[src/rtl/uart_rx_fifo.sv]
module uart_rx_fifo #(
  parameter int DW    = 8,
  parameter int DEPTH = 8,
  parameter int CW    = $clog2(DEPTH + 1)
) (
  input  logic          clk,
  input  logic          rst_n,
  input  logic          start_det,
  input  logic          frame_done,
  input  logic [DW-1:0] rx_data,
  input  logic          rx_addr,
  input  logic          pop,
  input  logic          thr_sel,
  input  logic          rts_sel,
  input  logic          auto_rts,
  input  logic          manual_rts,
  input  logic          rts_pol,
  input  logic          ovr_clr,
  input  logic          sticky_clr,
  output logic [DW-1:0] rd_data,
  output logic          rd_addr,
  output logic          rd_valid,
  output logic [CW-1:0] level,
  output logic          count_stat,
  output logic          rx_busy,
  output logic          ovr_flag,
  output logic          addr_sticky,
  output logic          rts_out
);
  localparam int AW = $clog2(DEPTH);

  logic [DW:0]   mem [DEPTH];
  logic [AW-1:0] wp, rp;
  logic          hold;

  wire full  = (level == CW'(DEPTH));
  wire push  = frame_done & ~full;
  wire take  = pop & rd_valid;
  wire [CW-1:0] wmark = rts_sel ? CW'(4) : CW'(2);
  wire [CW-1:0] thr   = thr_sel ? CW'(7) : CW'(4);
  wire above = (level >= wmark);
  wire grant = auto_rts ? ~(hold & above) : manual_rts;

  assign rd_valid   = (level != '0);
  assign {rd_addr, rd_data} = mem[rp];
  assign count_stat = (level >= thr);
  assign rts_out    = rts_pol ? grant : ~grant;

  always_ff @(posedge clk) begin
    if (push) mem[wp] <= {rx_addr, rx_data};
  end

  always_ff @(posedge clk or negedge rst_n) begin
    if (!rst_n) begin
      wp <= '0;
      rp <= '0;
      level <= '0;
      rx_busy <= 1'b0;
      ovr_flag <= 1'b0;
      addr_sticky <= 1'b0;
      hold <= 1'b0;
    end else begin
      if (push) wp <= wp + AW'(1);
      if (take) rp <= rp + AW'(1);
      level <= level + CW'(push) - CW'(take);
      if (start_det)       rx_busy <= 1'b1;
      else if (frame_done) rx_busy <= 1'b0;
      if (frame_done & full) ovr_flag <= 1'b1;
      else if (ovr_clr)      ovr_flag <= 1'b0;
      if (push & rx_addr)  addr_sticky <= 1'b1;
      else if (sticky_clr) addr_sticky <= 1'b0;
      if (!auto_rts)              hold <= 1'b0;
      else if (start_det & above) hold <= 1'b1;
      else if (!above)            hold <= 1'b0;
    end
  end
endmodule

[config.mk]
export PLATFORM = sky130hd
export DESIGN_NAME = uart_rx_fifo
export DESIGN_NICKNAME = d
export VERILOG_FILES = /design/src/rtl/uart_rx_fifo.sv
export SDC_FILE = /design/constraint.sdc
export NUM_CORES = 1
export LEC_CHECK = 0
export ABC_AREA = 1
export BUFFER_PORTS_ARGS = -buffer_cell sky130_fd_sc_hd__buf_2
export CAP_MARGIN = 20
export CORE_UTILIZATION = 52
export CTS_CLUSTER_SIZE = 10
export DETAILED_ROUTE_END_ITERATION = 10
export PLACE_DENSITY = 0.75
export SETUP_SLACK_MARGIN = 0.3
export SYNTH_ARGS = -nofsm -noshare
export SYNTH_HDL_FRONTEND = slang
export SYNTH_SLANG_ARGS = --single-unit
[constraint.sdc]
create_clock -name clk -period 2 [get_ports clk]
set_clock_uncertainty 0.05 [all_clocks]
set_input_delay 0.1 -clock clk [delete_from_list [all_inputs] [get_ports clk]]
set_output_delay 0.1 -clock clk [all_outputs]
set_load 0.02 [all_outputs]
==> results.json, run 1 <==
{
  "hpwlAfterDp_um": 4830,
  "final_period_demand_of_the_worst_path_ps": 2030,
  "clk_pin_slew_ps": 100,
  "critical_path_peak_fanout": 3,
  "layout-drive-gt1-share_pct": 35.4,
  "detailedRoute.firstPassIterationCount": 5,
  "post_drt_wl_per_cell_um": 19.7,
  "maxClockFrequency_mhz": 494,
  "clk_path_buf_depth": 2,
  "globalRoute.totalOverflow": 0,
  "finish.instance_area_um2": 5190,
  "failed_checks": "negative hold slack, negative setup slack",
  "clock-root-buffer": "clkbuf_8",
  "gp_congestion": 0.833,
  "synth-seq-cells": 86,
  "hold_path_class": "in2reg",
  "dpl_cell_area_um2": 4140,
  "critPathArrivalTime_ps": 2240,
  "row_count": 30,
  "num-fill-cells": 400,
  "dieArea_um2": 7490,
  "crit_path_start_kind": "register",
  "synth-edff-count": 72,
  "met3_length_um": 852,
  "first_pass_grt_wire_length_um": 13700,
  "cell_with_the_most_instances_after_synthesis": "edfxtp_1",
  "place_ws_ps": -32.5,
  "tightest_slew_ps": 443,
  "total_leakage_power_nw": 2.03,
  "die_h_um": 86.5,
  "route.detailed.vias_per_inst": 5.53,
  "antenna_violating_nets_post_route": 0,
  "syn_avg_cell_area_um2": 11.5,
  "clk_latency_ps": 360,
  "dieWidth_um": 86.5,
  "slew-limit-headroom_pct": 70.4,
  "share_of_cell_area_taken_by_muxes_after_synthesis_pct": 0,
  "ios": 40,
  "max_cap_violations": 0,
  "mappedNetlistNets": 359,
  "drtIter0Drc": 279,
  "via_count_of_the_first_global_routing_pass": 2795,
  "synthesis.yosys.warnings": 0,
  "wl_met1_um": 4070,
  "post_synth_instance_area_um2": 3720,
  "post-layout-total-power_mw": 7.90,
  "synth_top_family_by_area": "simple AND/OR/NAND/NOR gates",
  "status": "finished with violations",
  "grt_util_all_layers_pct": 25.7,
  "area_growth_pct": 39.6,
  "synth_top_area_share_pct": 58.2,
  "timing.final.crit_share_pct": 101,
  "remaining_design_rule_violation_count": 0,
  "maxSlewViolCount": 0,
  "finalHoldWorstSlack_ps": -0.552,
  "yosys.area_share.xor_xnor_pct": 1.18,
  "antenna_fix_cells": 0,
  "design.core.area_um2": 6830,
  "report.final.hold_viol_count": 2,
  "clock-sinks": 86,
  "post-synth-top-area-cell": "edfxtp_1",
  "synth_async_sr_flop_share_pct": 16.3,
  "yosysUniqueCellTypes": 24,
  "met2WireLength_um": 5140,
  "routed_wire_length_um": 10400,
  "top_layer": "met4",
  "yosys_most_used_dff": "edfxtp_1",
  "cts_buffers": 9,
  "setup.worst_path.end_class": "register",
  "sequential_element_share_of_the_synthesized_area_pct": 67.6,
  "synth.top_cells.by_count": "edfxtp_1, nor2_1, nand2_1",
  "vdd_drop_max_mv": 0.761,
  "count_of_nets_after_finishing": 459,
  "finalWorstSetupSlack_ps": -26.2,
  "post_synth_and_or_nand_nor_area_fraction_pct": 12.9,
  "critPathKind": "reg2reg",
  "compound_gate_portion_of_the_synthesized_area_pct": 8.32,
  "post_synth_inst_count": 324,
  "number_of_setup_violations_in_the_final_report": 1,
  "synth.top_cells.by_area": "edfxtp_1, dfrtp_1, nor2_1",
  "cts_tree": "yes",
  "antenna_found_initial": 0,
  "floorplan.initialDensity_pct": 54.4,
  "port_buffers": 39,
  "rsz_0062_raised_after_global_routing": "true",
  "grt_start_max_net_pins": 39,
  "power.density_nw_per_um2": 1520,
  "post_synth_fa_ha_maj_area_fraction_pct": 4.92,
  "worst_ep_required_time_ps": 2210,
  "htree_depth": 3,
  "num_vias": 2903
}
-- layout by cell type, fill, tap and decap left out, types with 4 or more instances in the layout --
master,n
nand2_2,5
edfxtp_1,72
nor2_4,12
o21ai_0,21
buf_6,13
dlygate4sd3_1,12
buf_2,31
clkbuf_8,9
inv_2,4
inv_1,10
nor2_1,51
o21ai_1,36
inv_4,5
clkbuf_16,6
buf_4,26
ha_4,6
buf_12,11
ha_1,7
nand2_1,45
dfrtp_2,4
dfrtp_1,10
-- through the flow --
stage / hold WS [ps] / setup TNS [ps] / cells / util [%]
global route: -0.932 / -185 / 525 / 75.9
global placement: -36.4 / 0 / 456 / 60.6
detailed placement: -20.0 / -32.5 / 456 / 60.6
floorplan: -246 / -57.4 / 324 / -
CTS: 0.449 / 0 / 510 / 71.6
finish: -0.552 / -26.2 / 525 / 75.9
-- flip-flops by register name, summed over array words and instances, names as in the netlist --
register	count
mem	72
hold	1
addr_sticky	1
rx_busy	1
wp	3
level	4
rp	3
ovr_flag	1
-- layer usage --
metal / vias to the layer above / global-route usage, %
met5: - / 0
met4: 0 / 13.5
met3: 28 / 5.62
met2: 165 / 41.3
met1: 1401 / 33.1
li1: 1309 / -
-- critical path: stages, from the launching register on --
cell	delay (ps)
dfrtp_2	460
inv_4	90
ha_4	140
nand3_4	70
nand2_4	90
inv_4	40
ha_4	210
inv_4	50
ha_4	120
inv_2	40
fa_2	520
inv_2	40
-- final timing paths --
path | to | start | slack (ps) | cells past startpoint
max | level[1]$_DFF_PN0_ | level[3]$_DFF_PN0_ | -30 | 11
min | mem[1][4]$_DFFE_PP_ | rx_data[4] | -0.6 | 1
max reg2reg | level[1]$_DFF_PN0_ | level[3]$_DFF_PN0_ | -30 | 11
min reg2reg | rx_busy$_DFFE_PN0P_ | rx_busy$_DFFE_PN0P_ | 440 | 1
max in group asynchronous | level[2]$_DFF_PN0_ | rst_n | 1480 | 2
min in group asynchronous | rp[2]$_DFFE_PN0P_ | rst_n | 140 | 2
-- power by group --
group / internal [mW] / total [mW] / switching, mW / leakage, nW
logic: 1.82 / 4.26 / 2.44 / 1.13
registers: 2.31 / 2.53 / 0.228 / 0.817
clock network: 0.458 / 1.10 / 0.646 / 0.0829
total: 4.59 / 7.90 / 3.31 / 2.03
-- area by class of cell --
| class | instances | area [um^2] | share of cell area, % |
|---|---|---|---|
| Clock inverter | 6 | 46.3 | 0.892 |
| Timing Repair Buffer | 99 | 987 | 19.0 |
| Clock buffer | 10 | 128 | 2.46 |
| Tap cell | 96 | 120 | 2.32 |
| Inverter | 22 | 115 | 2.22 |
| Multi-Input combinational cell | 206 | 1270 | 24.6 |
| Sequential cell | 86 | 2520 | 48.5 |
-- cells by family after synthesis --
family                     after synthesis
adders and majority gates               14
and+or+nand+nor                        124
DFF                                     86
AOI/OAI and AO/OA                       61
xor gates and xnor gates                 5
buffers and inverters                   34
-- timing repair --
item / CTS / global route
endpoints found under the hold margin: 52 / 8
setup buffers: 23 / 9
cloned: 4 / 5
resized for setup: 30 / 42
hold buffers: 11 / 1
setup endpoints to repair: 86 / 86
pin swaps: 21 / 27
Note: power is estimated with default switching activity, not from simulation.
==> run 2, diff against run 1 <==
CELL_PAD_IN_SITES_DETAIL_PLACEMENT = 2   (was default)
CELL_PAD_IN_SITES_GLOBAL_PLACEMENT = 2   (was default)
CORE_UTILIZATION = 35   (was 52)
PLACE_DENSITY = default   (was 0.75)
PLACE_DENSITY_LB_ADDON = 0.1   (was default)
TNS_END_PERCENT = 100   (was default)
==> results.json, run 2 (synthesis results as in run 1) <==
{
  "setup_tns_ps": -305,
  "area_growth_pct": 56.6,
  "failed_checks": "negative setup slack",
  "hold_path_class": "in2reg",
  "die_h_um": 105,
  "status": "finished with violations",
  "timing.final.crit_share_pct": 105,
  "layout_top_registers": "mem (72), level (4)",
  "globalRoute.totalOverflow": 0,
  "grt_start_max_net_pins": 39,
  "ios": 40,
  "num_vias": 2949,
  "clock-sinks": 86,
  "worst_ep_required_time_ps": 2230,
  "rsz_0062_raised_after_global_routing": "true",
  "maxClockFrequency_mhz": 477,
  "finish.instance_area_um2": 5820,
  "total_leakage_power_nw": 2.22,
  "post_drt_wl_per_cell_um": 25.0,
  "row_count": 37,
  "htree_depth": 3,
  "cts_tree": "yes",
  "post-layout-total-power_mw": 9.81,
  "cts_buffers": 9,
  "antenna_found_initial": 0,
  "antenna_fix_cells": 0,
  "detailedRoute.firstPassIterationCount": 4,
  "routed_wire_length_um": 14400,
  "clock-root-buffer": "clkbuf_8",
  "largest_register_ffs": 72,
  "finalWorstSetupSlack_ps": -95.6,
  "final_period_demand_of_the_worst_path_ps": 2100,
  "gp_congestion": 0.732,
  "maxSlewViolCount": 0,
  "report.final.hold_viol_count": 0,
  "most-common-layout-cells": "edfxtp_1, nand2_1, buf_6, buf_2, nor2_1",
  "max_cap_violations": 0,
  "floorplan.initialDensity_pct": 36.0,
  "vdd_drop_max_mv": 0.987,
  "port_buffers": 39,
  "place.detailed.instances": 510,
  "dieArea_um2": 11000,
  "layout.cells.non_filler": 577,
  "critPathKind": "reg2reg",
  "slew-limit-headroom_pct": 63.0,
  "num-fill-cells": 955,
  "drtIter0Drc": 115,
  "number_of_setup_violations_in_the_final_report": 6,
  "multi_input_comb_area_um2": 1620,
  "clk_path_buf_depth": 2,
  "seqCellArea_um2": 2520,
  "design.core.area_um2": 10300,
  "crit_path_start_kind": "register",
  "via_count_of_the_first_global_routing_pass": 3231,
  "clk_latency_ps": 380,
  "tightest_slew_ps": 551,
  "critPathArrivalTime_ps": 2330,
  "hpwlAfterDp_um": 6650,
  "power.density_nw_per_um2": 1690,
  "route.detailed.vias_per_inst": 5.11,
  "dieWidth_um": 105,
  "remaining_design_rule_violation_count": 0,
  "count_of_nets_after_finishing": 473,
  "critical_path_peak_fanout": 3,
  "antenna_violating_nets_post_route": 0,
  "place_ws_ps": -61.4,
  "mostFrequentLayoutCell": "edfxtp_1",
  "first_pass_grt_wire_length_um": 18500,
  "clk_pin_slew_ps": 90,
  "dpl_cell_area_um2": 4320,
  "setup.worst_path.end_class": "register",
  "grt_util_all_layers_pct": 23.2,
  "layout-drive-gt1-share_pct": 50.3,
  "regMostFlops": "mem"
}
run 2: per-stage QoR:
stage	utilization [%]	hold WS (ps)
global route	56.4	19.0
global placement	41.9	-27.6
detailed placement	41.9	-11.7
finish	56.4	31.3
CTS	51.8	9.54
floorplan	-	-246
run 2: worst max-delay path: stages, from the launching register on:
cell and delay [ps]:
dfrtp_2 440, inv_4 100, ha_4 160, nand3_4 90, nand2_4 100, ha_4 210, inv_4 50, ha_4 150
inv_4 30, fa_2 550, inv_2 40
run 2: area by class of cell:
class                   count  area share [%]
clock buffers              10            2.19
clock inverters             4           0.860
inverters                  22            2.02
multi-input cells         204            27.8
flip-flops and latches     86            43.3
well taps                 136            2.92
repair buffers            115            21.0
run 2: path summary, 6_finish.rpt:
path | startpoint | end | slack [ps] | cells after the start
setup / recovery | level[2]$_DFF_PN0_ | level[1]$_DFF_PN0_ | -100 | 10
hold / removal | frame_done | rx_busy$_DFFE_PN0P_ | 30 | 3
setup reg to reg | level[2]$_DFF_PN0_ | level[1]$_DFF_PN0_ | -100 | 10
hold reg to reg | rx_busy$_DFFE_PN0P_ | rx_busy$_DFFE_PN0P_ | 450 | 1
max in group asynchronous | rst_n | level[3]$_DFF_PN0_ | 1440 | 2
min in group asynchronous | rst_n | addr_sticky$_DFFE_PN0P_ | 150 | 2
run 2: power by group:
group / switching, mW / leakage [nW] / internal [mW]
clock: 0.661 / 0.0859 / 0.563
sequential: 0.255 / 0.817 / 2.31
combinational: 3.27 / 1.32 / 2.75
total: 4.19 / 2.22 / 5.63
run 2: per-layer routing:
metal / up-vias / global-route usage [%] / share of wire (%)
met4: 0 / 9.05 / 1.9
li1: 1333 / - / -
met1: 1544 / 27.1 / 42
met5: - / 0 / 0
met3: 20 / 3.06 / 2.2
met2: 52 / 42.8 / 54
run 2: what timing repair did:
| item | in CTS | in global routing |
|---|---|---|
| cloned | 4 | 1 |
| pin swaps | 54 | 38 |
| endpoints found under the setup margin | 86 | 89 |
| buffers inserted | 22 | 13 |
| resized for setup | 125 | 88 |
| hold endpoints to repair | 82 | 0 |
| hold buffers | 13 | 0 |
